## src/rtl/pbs_pkg.sv

```systemverilog
package pbs_pkg;
  localparam int DW       = 32;
  localparam int STEPS    = 10;
  localparam int IDX_W    = $clog2(STEPS);
  localparam int PLL_IDX  = 3;               // PLL wait follows this step
  localparam logic [7:0]    RMW_ADDR = 8'h54;
  localparam logic [DW-1:0] RMW_CLR  = 32'h0000_0004;

  typedef enum logic [2:0] {S_IDLE, S_HOLD, S_SETTLE, S_READ, S_WRITE, S_PLL} state_e;

  typedef struct packed {
    logic [7:0]    addr;
    logic [DW-1:0] data;
  } step_t;

  function automatic step_t step_at(input logic [IDX_W-1:0] i);
    case (i)
      4'd0:    step_at = '{RMW_ADDR, 32'h0};      // data comes from rmw path
      4'd1:    step_at = '{8'h40, 32'h3940_0414};
      4'd2:    step_at = '{8'h44, 32'h927E_0000};
      4'd3:    step_at = '{8'h48, 32'hAC5F_49E5};
      4'd4:    step_at = '{8'h40, 32'h1940_0414};
      4'd5:    step_at = '{8'h50, 32'h0000_FE18};
      4'd6:    step_at = '{8'h10, 32'h0800_0FFF};
      4'd7:    step_at = '{8'h0C, 32'h0000_0034};
      4'd8:    step_at = '{8'h38, 32'h0000_0000};
      4'd9:    step_at = '{8'h34, 32'h0007_8000};
      default: step_at = '{8'h00, 32'h0};
    endcase
  endfunction
endpackage

```

## src/rtl/pbs_delay.sv

```systemverilog
module pbs_delay #(
  parameter int W = 8
) (
  input  logic         clk_i,
  input  logic         rst_ni,
  input  logic         run_i,
  input  logic [W-1:0] len_i,
  output logic         hit_o
);
  logic [W-1:0] cnt_q;

  assign hit_o = run_i && (cnt_q == len_i - W'(1));

  always_ff @(posedge clk_i or negedge rst_ni) begin
    if (!rst_ni)              cnt_q <= '0;
    else if (!run_i || hit_o) cnt_q <= '0;
    else                      cnt_q <= cnt_q + W'(1);
  end
endmodule

```

## src/rtl/pbs_rmw.sv

```systemverilog
module pbs_rmw #(
  parameter int          DW  = 32,
  parameter logic [DW-1:0] CLR = '0
) (
  input  logic          clk_i,
  input  logic          rst_ni,
  input  logic          cap_i,
  input  logic [DW-1:0] rd_i,
  output logic [DW-1:0] wd_o
);
  always_ff @(posedge clk_i or negedge rst_ni) begin
    if (!rst_ni)    wd_o <= '0;
    else if (cap_i) wd_o <= rd_i & ~CLR;
  end
endmodule

```

## src/rtl/phy_boot_seq.sv

```systemverilog
module phy_boot_seq
  import pbs_pkg::*;
#(
  parameter int CLK_FREQ_HZ = 100_000_000,
  parameter int HOLD_US     = 1,
  parameter int SETTLE_US   = 1000,
  parameter int PLL_US      = 100,
  parameter int ADDR_W      = 8
) (
  input  logic              clk_i,
  input  logic              rst_ni,
  input  logic              start_i,
  input  logic              stop_i,
  output logic              phy_rst_o,
  output logic              busy_o,
  output logic              done_o,
  output logic              rd_valid_o,
  input  logic              rd_ready_i,
  output logic [ADDR_W-1:0] rd_addr_o,
  input  logic [DW-1:0]     rd_data_i,
  output logic              wr_valid_o,
  input  logic              wr_ready_i,
  output logic [ADDR_W-1:0] wr_addr_o,
  output logic [DW-1:0]     wr_data_o,
  output logic [DW/8-1:0]   wr_strb_o
);
  localparam int TICKS_US   = (CLK_FREQ_HZ >= 1_000_000) ? CLK_FREQ_HZ / 1_000_000 : 1;
  localparam int HOLD_CYC   = (HOLD_US   > 0) ? HOLD_US   * TICKS_US : 1;
  localparam int SETTLE_CYC = (SETTLE_US > 0) ? SETTLE_US * TICKS_US : 1;
  localparam int PLL_CYC    = (PLL_US    > 0) ? PLL_US    * TICKS_US : 1;
  localparam int MAX_CYC    = (HOLD_CYC > SETTLE_CYC)
                            ? ((HOLD_CYC > PLL_CYC) ? HOLD_CYC : PLL_CYC)
                            : ((SETTLE_CYC > PLL_CYC) ? SETTLE_CYC : PLL_CYC);
  localparam int CNT_W      = $clog2(MAX_CYC + 1);

  state_e           state_q;
  logic [IDX_W-1:0] idx_q;
  logic             rst_q, done_q;
  logic             run, hit;
  logic [CNT_W-1:0] len;
  logic [DW-1:0]    rmw_data;
  step_t            step;

  assign step = step_at(idx_q);
  assign run  = (state_q == S_HOLD) || (state_q == S_SETTLE) || (state_q == S_PLL);

  always_comb begin
    case (state_q)
      S_HOLD:   len = CNT_W'(HOLD_CYC);
      S_SETTLE: len = CNT_W'(SETTLE_CYC);
      default:  len = CNT_W'(PLL_CYC);
    endcase
  end

  pbs_delay #(.W(CNT_W)) u_delay (
    .clk_i (clk_i),
    .rst_ni(rst_ni),
    .run_i (run),
    .len_i (len),
    .hit_o (hit)
  );

  pbs_rmw #(.DW(DW), .CLR(RMW_CLR)) u_rmw (
    .clk_i (clk_i),
    .rst_ni(rst_ni),
    .cap_i (rd_valid_o && rd_ready_i),
    .rd_i  (rd_data_i),
    .wd_o  (rmw_data)
  );

  always_ff @(posedge clk_i or negedge rst_ni) begin
    if (!rst_ni) begin
      state_q <= S_IDLE;
      idx_q   <= '0;
      rst_q   <= 1'b1;
      done_q  <= 1'b0;
    end else begin
      done_q <= 1'b0;
      if (stop_i) begin
        state_q <= S_IDLE;
        idx_q   <= '0;
        rst_q   <= 1'b1;
      end else begin
        case (state_q)
          S_IDLE: if (start_i) begin
            state_q <= S_HOLD;
            idx_q   <= '0;
            rst_q   <= 1'b1;
          end
          S_HOLD: if (hit) begin
            state_q <= S_SETTLE;
            rst_q   <= 1'b0;
          end
          S_SETTLE: if (hit) state_q <= S_READ;
          S_READ:   if (rd_ready_i) state_q <= S_WRITE;
          S_WRITE: if (wr_ready_i) begin
            if (idx_q == IDX_W'(STEPS - 1)) begin
              state_q <= S_IDLE;
              idx_q   <= '0;
              done_q  <= 1'b1;
            end else begin
              idx_q <= idx_q + IDX_W'(1);
              if (idx_q == IDX_W'(PLL_IDX)) state_q <= S_PLL;
            end
          end
          S_PLL:   if (hit) state_q <= S_WRITE;
          default: state_q <= S_IDLE;
        endcase
      end
    end
  end

  assign phy_rst_o  = rst_q;
  assign busy_o     = (state_q != S_IDLE);
  assign done_o     = done_q;
  assign rd_valid_o = (state_q == S_READ);
  assign rd_addr_o  = ADDR_W'(RMW_ADDR);
  assign wr_valid_o = (state_q == S_WRITE);
  assign wr_addr_o  = ADDR_W'(step.addr);
  assign wr_data_o  = (idx_q == '0) ? rmw_data : step.data;
  assign wr_strb_o  = '1;
endmodule

```

## config.mk

```make
export PLATFORM = sky130hd
export DESIGN_NAME = phy_boot_seq
export DESIGN_NICKNAME = d
export VERILOG_FILES = /design/src/rtl/pbs_pkg.sv /design/src/rtl/pbs_delay.sv /design/src/rtl/pbs_rmw.sv /design/src/rtl/phy_boot_seq.sv
export SDC_FILE = /design/constraint.sdc
export NUM_CORES = 1
export LEC_CHECK = 0
export BUFFER_PORTS_ARGS = -buffer_cell sky130_fd_sc_hd__buf_2
export CAP_MARGIN = 20
export CELL_PAD_IN_SITES_DETAIL_PLACEMENT = 2
export CELL_PAD_IN_SITES_GLOBAL_PLACEMENT = 2
export CORE_MARGIN = 5
export CORE_UTILIZATION = 28
export DETAILED_ROUTE_END_ITERATION = 12
export GPL_TIMING_DRIVEN = 0
export PLACE_DENSITY_LB_ADDON = 0.1
export SLEW_MARGIN = 20
export SYNTH_ARGS = -nofsm -noshare
export SYNTH_HDL_FRONTEND = slang
export SYNTH_SLANG_ARGS = --single-unit
```

## constraint.sdc

```tcl
create_clock -name clk_i -period 1.9 [get_ports clk_i]
set_input_delay 0.285 -clock clk_i [delete_from_list [all_inputs] [get_ports clk_i]]
set_output_delay 0.285 -clock clk_i [all_outputs]
set_load 0.05 [all_outputs]
```

==> results of run 1 <==
-- worst max-delay path, delay by kind of cell (launching register included) --
family	cells	cell delay, ns
AOI/OAI and AO/OA	1	0.09
adders and majority gates	1	0.18
buffers and inverters	5	0.70
DFF	1	0.40
muxes	1	0.24
-- flip-flops by register name, summed over array words and instances, names as in the netlist --
signal	cells
phy_rst_o	1
u_rmw.wd_o	31
idx_q	4
done_o	1
state_q	3
u_delay.cnt_q	17
-- through the flow --
stage               power (W)  utilization [%]  setup TNS [ns]  std cells
finish                0.00483             48.9           -9.86        662
global route          0.00509             48.9          -13.49        662
CTS                   0.00472             46.9           -8.67        655
detailed placement    0.00249             36.8          -14.70        612
global placement      0.00247             36.5          -14.38        611
floorplan             0.00217                -          -0.709        386
-- what timing repair did --
item                       in CTS  in global routing
hold buffers                    1                  0
buffers inserted               22                  7
hold endpoints to repair       15                  0
resized for setup             193                 55
pin swaps                      37                 19
setup endpoints to repair      73                 91
cloned                          5                  0
-- where the power goes --
part	internal, W	switching, W	leakage, nW
Sequential	0.00126	0.0000692	0.779
Combinational	0.000810	0.00109	1.64
Clock	0.00105	0.000563	0.144
Total	0.00311	0.00172	2.57
-- worst paths after layout --
path	slack, ns	cells after the start	to	startpoint
worst min-delay path	0.18	2	u_rmw.wd_o[29]	rd_data_i[29]
worst max register to register	-0.15	8	state_q[0]	state_q[0]
min in group asynchronous	0.38	2	u_rmw.wd_o[29]	rst_ni
worst min register to register	0.50	1	u_delay.cnt_q[0]	u_delay.cnt_q[0]
worst max-delay path	-0.33	8	wr_data_o[4]	idx_q[1]
max in group asynchronous	0.95	3	phy_rst_o	rst_ni
-- logic make-up (layout without fill, tap and decap cells) --
kind of cell             Yosys count  count (layout)
adder cells (fa/ha/maj)           10              10
XOR/XNOR                          17              17
AO/OA/AOI/OAI                     72              73
flip-flops                        57              57
AND/OR/NAND/NOR                  127             127
buffers and inverters             54             182
multiplexers                      34              34
other                              2              15
-- cell type report --
class	instances	area share [%]
plain buffers	35	6.26
clock buffers	13	4.26
clock inverters	3	0.682
inverters	18	1.53
multi-input cells	276	42.9
flip-flops and latches	57	24.5
well taps	147	3.13
repair buffers	113	16.8
-- placed cells by master (no fill, tap or decap), drive strengths merged, types with 3 or more instances in the layout --
| cell type | n |
|---|---|
| buf | 136 |
| dfrtp | 56 |
| nor2 | 39 |
| nand2 | 35 |
| mux2 | 32 |
| a21oi | 30 |
| clkbuf | 24 |
| inv | 17 |
| nand3 | 15 |
| conb | 15 |
| o21ai | 13 |
| nor3 | 10 |
| ha | 10 |
| xnor2 | 9 |
| xor2 | 8 |
| a211oi | 7 |
| nand4 | 4 |
| o21a | 4 |
| and3 | 4 |
| a22oi | 4 |
| nor4 | 3 |
| nor2b | 3 |
| nand2b | 3 |
| clkinv | 3 |
-- metal layers --
layer / vias to the layer above / GRT usage [%] / wire length (um)
li1: 1538 / - / -
met1: 1708 / 21.8 / 5450
met2: 68 / 35.2 / 7320
met3: 20 / 4.82 / 545
met4: 0 / 6.23 / 263
met5: - / 0 / 0
==> metrics.md, run 1 <==
| Metric | Value |
|---|---|
| Type of the worst setup path | register to primary output |
| TritonCTS clock tree | yes |
| Headroom to the max-slew limit | 56.1% |
| Element type at the critical path end | primary output |
| Proportion of layout cells with a drive suffix above 1 | 62.3% |
| Die Height | 121 um |
| Number of cell rows | 40 |
| Cell-by-cell listing of the critical path | buf_8 > inv_8 > ha_4 > clkbuf_16 > clkbuf_16 > mux2i_4 > a21oi_4 > buf_6 |
| Antenna diode instance count | 0 |
| Yosys top cell by area | sky130_fd_sc_hd__dfrtp_1 |
| Final antenna-violating net count | 0 |
| Number of nets in the finished design | 558 |
| Simple-Gate Fraction of Synth Area | 17.5% |
| Final Cycle Share | 118% |
| Vias | 3334 |
| Aggregate global-route resource usage | 19.2% |
| Syn Inst Count | 373 |
| Most frequent cells after synthesis | 56 x sky130_fd_sc_hd__dfrtp_1, 39 x sky130_fd_sc_hd__nor2_1, 35 x sky130_fd_sc_hd__nand2_1, 32 x sky130_fd_sc_hd__mux2_2, 30 x sky130_fd_sc_hd__a21oi_1 |
| Worst slack on hold paths | 0.179 ns |
| Main combinational cell family by area after synthesis | simple AND/OR/NAND/NOR gates |
| Placement-stage cell area | 0.00442 sq mm |
| Netlist cell types | 55 |
| Async set or reset register ratio after synthesis | 100% |
| Clock sink count | 57 |
| Initial antenna violation count | 0 |
| Least setup slack across all paths after layout | -0.334 ns |
| Pwr per Cell Area | 823 mW/mm^2 |
| Top cell type's share of synthesized area | 40.8% |
| Slew at the pin closest to its max-slew limit | 0.657 ns |
| Largest net degree at the start of global routing | 43 |
| RSZ-0062 raised after global routing | yes |
| Leading cell type by number of instances after synthesis | sky130_fd_sc_hd__dfrtp_1 |
| Max Buffers Root-to-Sink | 2 |
| Detailed-route DRC error count | 0 |
| Worst EP arrival | 1.95 ns |
| Placed wire-length estimate | 8600 um |
| Setup crit start kind | register |
| I/O Pins | 95 |
| CTS Root Cell | sky130_fd_sc_hd__clkbuf_16 |
| Initial core utilization | 28.6% |
| Later-pin clock latency in the skew report | 0.34 ns |
| Die ar. | 0.0146 sq mm |
| RePlAce Congestion | 0.773 |
| Sequential share of the synthesized area | 41.6% |
| Post-Synth Adder-Cell Area | 3.64% |
| 1st-iter DRT viols | 99 |
| Clock input transition at the sequential cells of the worst setup and hold paths | 0.05 ns |
| Reported leakage power | 2.57 nW |
| Maximum clock rate | 448 MHz |
| H-tree depth reported by CTS | 3 |
| Share of the synthesized netlist area taken by xor and xnor gates | 4.34% |
| Area taken by flip-flops and latches | 0.00144 sq mm |
| Setup Skew | 0.00733 ns |
| Wire length of the first global-routing pass | 21700 um |
| Max-Cap Viols | 0 |
| Number of pins with negative max-slew slack in the final report | 0 |
| Compound-gate portion of the synthesized area | 13.7% |
| TritonRoute pass-1 iters | 4 |
| Die span in x | 121 um |
| DR vias/cell | 5.04 |
| Total global routing overflow | 0 |
| Clock period minus worst slack | 2.23 ns |
| Via count of the first global-routing pass | 3767 |
| WP data required | 1.62 ns |
| Crit-path most repeated cell | sky130_fd_sc_hd__clkbuf_16 |
| Failing checks | setup timing |
| Post-synthesis mux area share | 11.1% |
| Standard cell core area | 0.0120 sq mm |
| Synthesized flop and latch total | 57 |
| Cts bufs inserted | 9 |
| Average routed wire per standard cell | 20.5 um |
| Synth Cell Area | 0.00343 sq mm |
| Slowest cell on the critical path | sky130_fd_sc_hd__dfrtp_1 |
| Footprint of the multi-input gates | 0.00252 sq mm |
| Path class of the lowest-slack min-delay path | input port to register |
| Post-synth EDFFs | 0 |
| Worst vdd ir | 0.525 mV |
| Post-route standard cell area excluding fillers | 0.00587 sq mm |
| Final setup violating endpoints | 52 |
| Worst path max stage delay | 0.40 ns |
| PortBufs | 78 |
| Result of the run | complete, but fails checks |
| # fillers | 1233 |
| Most frequently used flop master after synthesis | sky130_fd_sc_hd__dfrtp_1 |
| Routed wire length | 13600 um |
| Final hold vios | 0 |
| Total number of yosys warnings | 0 |
| Top cells by area in the synthesized netlist | sky130_fd_sc_hd__dfrtp_1 41%, sky130_fd_sc_hd__mux2_2 10%, sky130_fd_sc_hd__a21oi_1 4.4% |
| Post-Place Worst Slack | -0.524 ns |
| Avg Cell Area, Syn | 9.21 sq um |
| Area growth, synth to finish | 71.0% |
| Worst Path Max Fanout | 6 |
Note: power is estimated with default switching activity, not from simulation.
==> run 2: changes to the inputs <==
==> constraint.sdc (replaced) <==
create_clock -name clk_i -period 1.9 [get_ports clk_i]
set_input_delay 0.095 -clock clk_i [delete_from_list [all_inputs] [get_ports clk_i]]
set_output_delay 0.095 -clock clk_i [all_outputs]
set_load 0.05 [all_outputs]
==> run 2 against run 1 <==
Clock power decreased by 2%. Largest power group unchanged. The run still ends with setup timing left. Cell count grew 2.6%. Hold slack lost 0.17 ns. Register-to-register slack hardly changed. Critical path depth grew 1. Count of clock-buffer cells in the layout is the same. Utilization is 1.0 points higher. Critical endpoint is now wr_data_o[28]. Total power increased by 1.4%. Non-clock buffer count is 18 higher. Combinational power is 6% higher. Critical path type unchanged. Via count is 3.6% higher. Sequential power about the same.
==> metrics.md, run 2 (synthesis results as in run 1) <==
| Metric | Value |
|---|---|
| Antenna diode instance count | 0 (unchanged) |
| Least setup slack across all paths after layout | -0.214 ns (was -0.334 ns) |
| Type of the worst setup path | register to primary output (unchanged) |
| Number of nets in the finished design | 575 (was 558) |
| Clock period minus worst slack | 2.11 ns (was 2.23 ns) |
| Crit-path most repeated cell | sky130_fd_sc_hd__clkbuf_16 (unchanged) |
| Reported leakage power | 2.61 nW (was 2.57 nW) |
| Average routed wire per standard cell | 22.0 um (was 20.5 um) |
| Maximum clock rate | 473 MHz (was 448 MHz) |
| Die Height | 121 um (unchanged) |
| Final core utilization | 49.9% (was 48.9%) |
| Vias | 3454 (was 3334) |
| Setup Skew | 0.00466 ns (was 0.00733 ns) |
| Routed wire length | 14900 um (was 13600 um) |
| FF-to-FF path depth | 9 (was 8) |
| Total number of cells along the worst setup path | 9 (was 8) |
| Final antenna-violating net count | 0 (unchanged) |
| PortBufs | 78 (unchanged) |
| Aggregate global-route resource usage | 20.2% (was 19.2%) |
| Sum of buffers and inverters on the critical path | 5 (unchanged) |
| Worst EP arrival | 2.02 ns (was 1.95 ns) |
| Cts bufs inserted | 9 (unchanged) |
| Proportion of layout cells with a drive suffix above 1 | 59.4% (was 62.3%) |
| Detailed-route DRC error count | 0 (unchanged) |
| Most common library cell in the layout ignoring fill and taps | sky130_fd_sc_hd__buf_6 (was sky130_fd_sc_hd__dfrtp_1) |
| Later-pin clock latency in the skew report | 0.34 ns (about the same) |
| Flip-flop count of the largest register after layout | 31 (unchanged) |
| Pwr per Cell Area | 818 mW/mm^2 (was 823 mW/mm^2) |
| Slew at the pin closest to its max-slew limit | 0.523 ns (was 0.657 ns) |
| Max-Cap Viols | 0 (unchanged) |
| Element type at the critical path end | primary output (unchanged) |
| DR vias/cell | 5.09 (was 5.04) |
| Number of pins with negative max-slew slack in the final report | 0 (unchanged) |
| RSZ-0062 raised after global routing | yes (unchanged) |
| H-tree depth reported by CTS | 3 (unchanged) |
| TritonRoute pass-1 iters | 4 (unchanged) |
| Failing checks | setup timing (unchanged) |
| Wire length of the first global-routing pass | 22600 um (was 21700 um) |
| Headroom to the max-slew limit | 65.0% (was 56.1%) |
| Path class of the lowest-slack min-delay path | input port to register (unchanged) |
| Total global routing overflow | 0 (unchanged) |
| Worst vdd ir | 0.345 mV (was 0.525 mV) |
| Final Non-Filler Cells | 679 (was 662) |
| Largest net degree at the start of global routing | 30 (was 43) |
| Largest Register | u_rmw.wd_o (unchanged) |
| Initial core utilization | 28.6% (unchanged) |
| Cell-by-cell listing of the critical path | clkbuf_8 > inv_8 > ha_4 > clkbuf_16 > clkbuf_16 > nor2_4 > nand2_2 > a21oi_4 > buf_6 (was buf_8 > inv_8 > ha_4 > clkbuf_16 > clkbuf_16 > mux2i_4 > a21oi_4 > buf_6) |
| Slowest cell on the critical path | sky130_fd_sc_hd__dfrtp_1 (unchanged) |
| Final Cycle Share | 111% (was 118%) |
| Initial antenna violation count | 0 (unchanged) |
| Worst path max stage delay | 0.40 ns (about the same) |
| Via count of the first global-routing pass | 3939 (was 3767) |
| Placed wire-length estimate | 8650 um (was 8600 um) |
| Register-to-Register Setup Slack | -0.14 ns (was -0.15 ns) |
| TritonCTS clock tree | yes (unchanged) |
| Clock sink count | 57 (unchanged) |
| Final hold vios | 0 (unchanged) |
| Launching point of the worst reg2reg path | idx_q[1] (was state_q[0]) |
| Most used cells in the layout excluding fill and tap cells | 51 x sky130_fd_sc_hd__buf_6, 48 x sky130_fd_sc_hd__dfrtp_1, 42 x sky130_fd_sc_hd__buf_2 (was 49 x sky130_fd_sc_hd__dfrtp_1, 45 x sky130_fd_sc_hd__buf_6, 41 x sky130_fd_sc_hd__buf_4) |
| Setup crit start kind | register (unchanged) |
| Final setup violating endpoints | 55 (was 52) |
| Post-placement cell count | 612 (unchanged) |
| Die span in x | 121 um (unchanged) |
| Registers with the most flip-flops | u_rmw.wd_o (31), u_delay.cnt_q (17), idx_q (4) (unchanged) |
| Cell type group with the largest total delay on the critical path | buffers and inverters (unchanged) |
| WP data required | 1.80 ns (was 1.62 ns) |
| Result of the run | complete, but fails checks (unchanged) |
| Die ar. | 0.0146 sq mm (unchanged) |
| Clock input transition at the sequential cells of the worst setup and hold paths | 0.05 ns (about the same) |
| 1st-iter DRT viols | 128 (was 99) |
| Number of cell rows | 40 (unchanged) |
| I/O Pins | 95 (unchanged) |
| Area growth, synth to finish | 74.5% (was 71.0%) |
| Worst Path Max Fanout | 6 (unchanged) |
| Standard cell core area | 0.0120 sq mm (unchanged) |
| Number of cells on the worst hold path | 2 (unchanged) |
| Worst Hold Path EP | u_rmw.wd_o[0] (was u_rmw.wd_o[29]) |
| Max Buffers Root-to-Sink | 2 (unchanged) |
| RePlAce Congestion | 0.750 (was 0.773) |
| R2R Path End | state_q[0] (unchanged) |
| Min-delay src | rd_data_i[0] (was rd_data_i[29]) |
| CTS Root Cell | sky130_fd_sc_hd__clkbuf_16 (unchanged) |
| # fillers | 1203 (was 1233) |
==> run 2: cell count changes in the layout (fill, tap and decap cells not counted), sizes merged <==
cell / delta
dlygate4sd3: +22
buf: -6
clkbuf: +2
bufinv: -1
clkinv: +1
o2bb2ai: -1
==> run 2: report_power, final <==
group | switching, W | total [W] | internal, W
combinational | 0.00118 | 0.00201 | 0.000832
clock | 0.000617 | 0.00157 | 0.000948
sequential | 0.0000713 | 0.00133 | 0.00126
==> run 2: what timing repair did <==
item | CTS | global route
cloned | 3 | 0
setup buffers | 23 | 4
hold buffers | 23 | 0
endpoints found under the hold margin | 49 | 0
pin swaps | 36 | 24
gates resized for setup | 200 | 59
setup endpoints to repair | 92 | 87
==> run 2: layout make-up <==
| type | instances | area [sq um] | share of cell area, % |
|---|---|---|---|
| plain buffers | 35 | 374 | 6.24 |
| clock buffers | 13 | 260 | 4.34 |
| clock inverters | 3 | 15.0 | 0.250 |
| inverters | 18 | 90.1 | 1.50 |
| multi-input cells | 275 | 2480 | 41.4 |
| flip-flops and latches | 57 | 1440 | 24.0 |
| well taps | 147 | 184 | 3.07 |
| repair buffers | 131 | 1150 | 19.2 |
==> run 2: metrics by stage <==
| step | cell area, sq um | hold WS [ns] | TNS, ns | power (W) | setup WS, ns |
|---|---|---|---|---|---|
| floorplan | 3720 | -0.201 | -0.195 | 0.00216 | -0.0771 |
| detailed placement | 4320 | 0.0661 | -17.49 | 0.00249 | -0.509 |
| finish | 5990 | 0.00616 | -5.59 | 0.00490 | -0.214 |
| CTS | 5750 | 0.00241 | -2.87 | 0.00470 | -0.140 |
| global placement | 4290 | 0.328 | -15.84 | 0.00245 | -0.477 |
| global route | 5990 | 0.00324 | -9.72 | 0.00510 | -0.267 |
==> run 2: worst max-delay path by stage <==
stage	from	endpoint	slack, ns
detailed placement	idx_q[1]	wr_data_o[4]	-0.51
CTS	idx_q[1]	wr_data_o[11]	-0.14
finish	idx_q[1]	wr_data_o[28]	-0.21
floorplan	idx_q[1]	wr_data_o[5]	-0.08
global route	idx_q[1]	wr_data_o[28]	-0.27
global placement	idx_q[1]	wr_data_o[4]	-0.48
==> run 2: layer usage <==
layer / GRT usage, % / up-vias / share of wire, %
met3: 3.37 / 23 / 3.6
met2: 35.0 / 100 / 51
met5: 0 / - / 0
li1: - / 1572 / -
met4: 6.94 / 0 / 2.2
met1: 25.5 / 1759 / 44
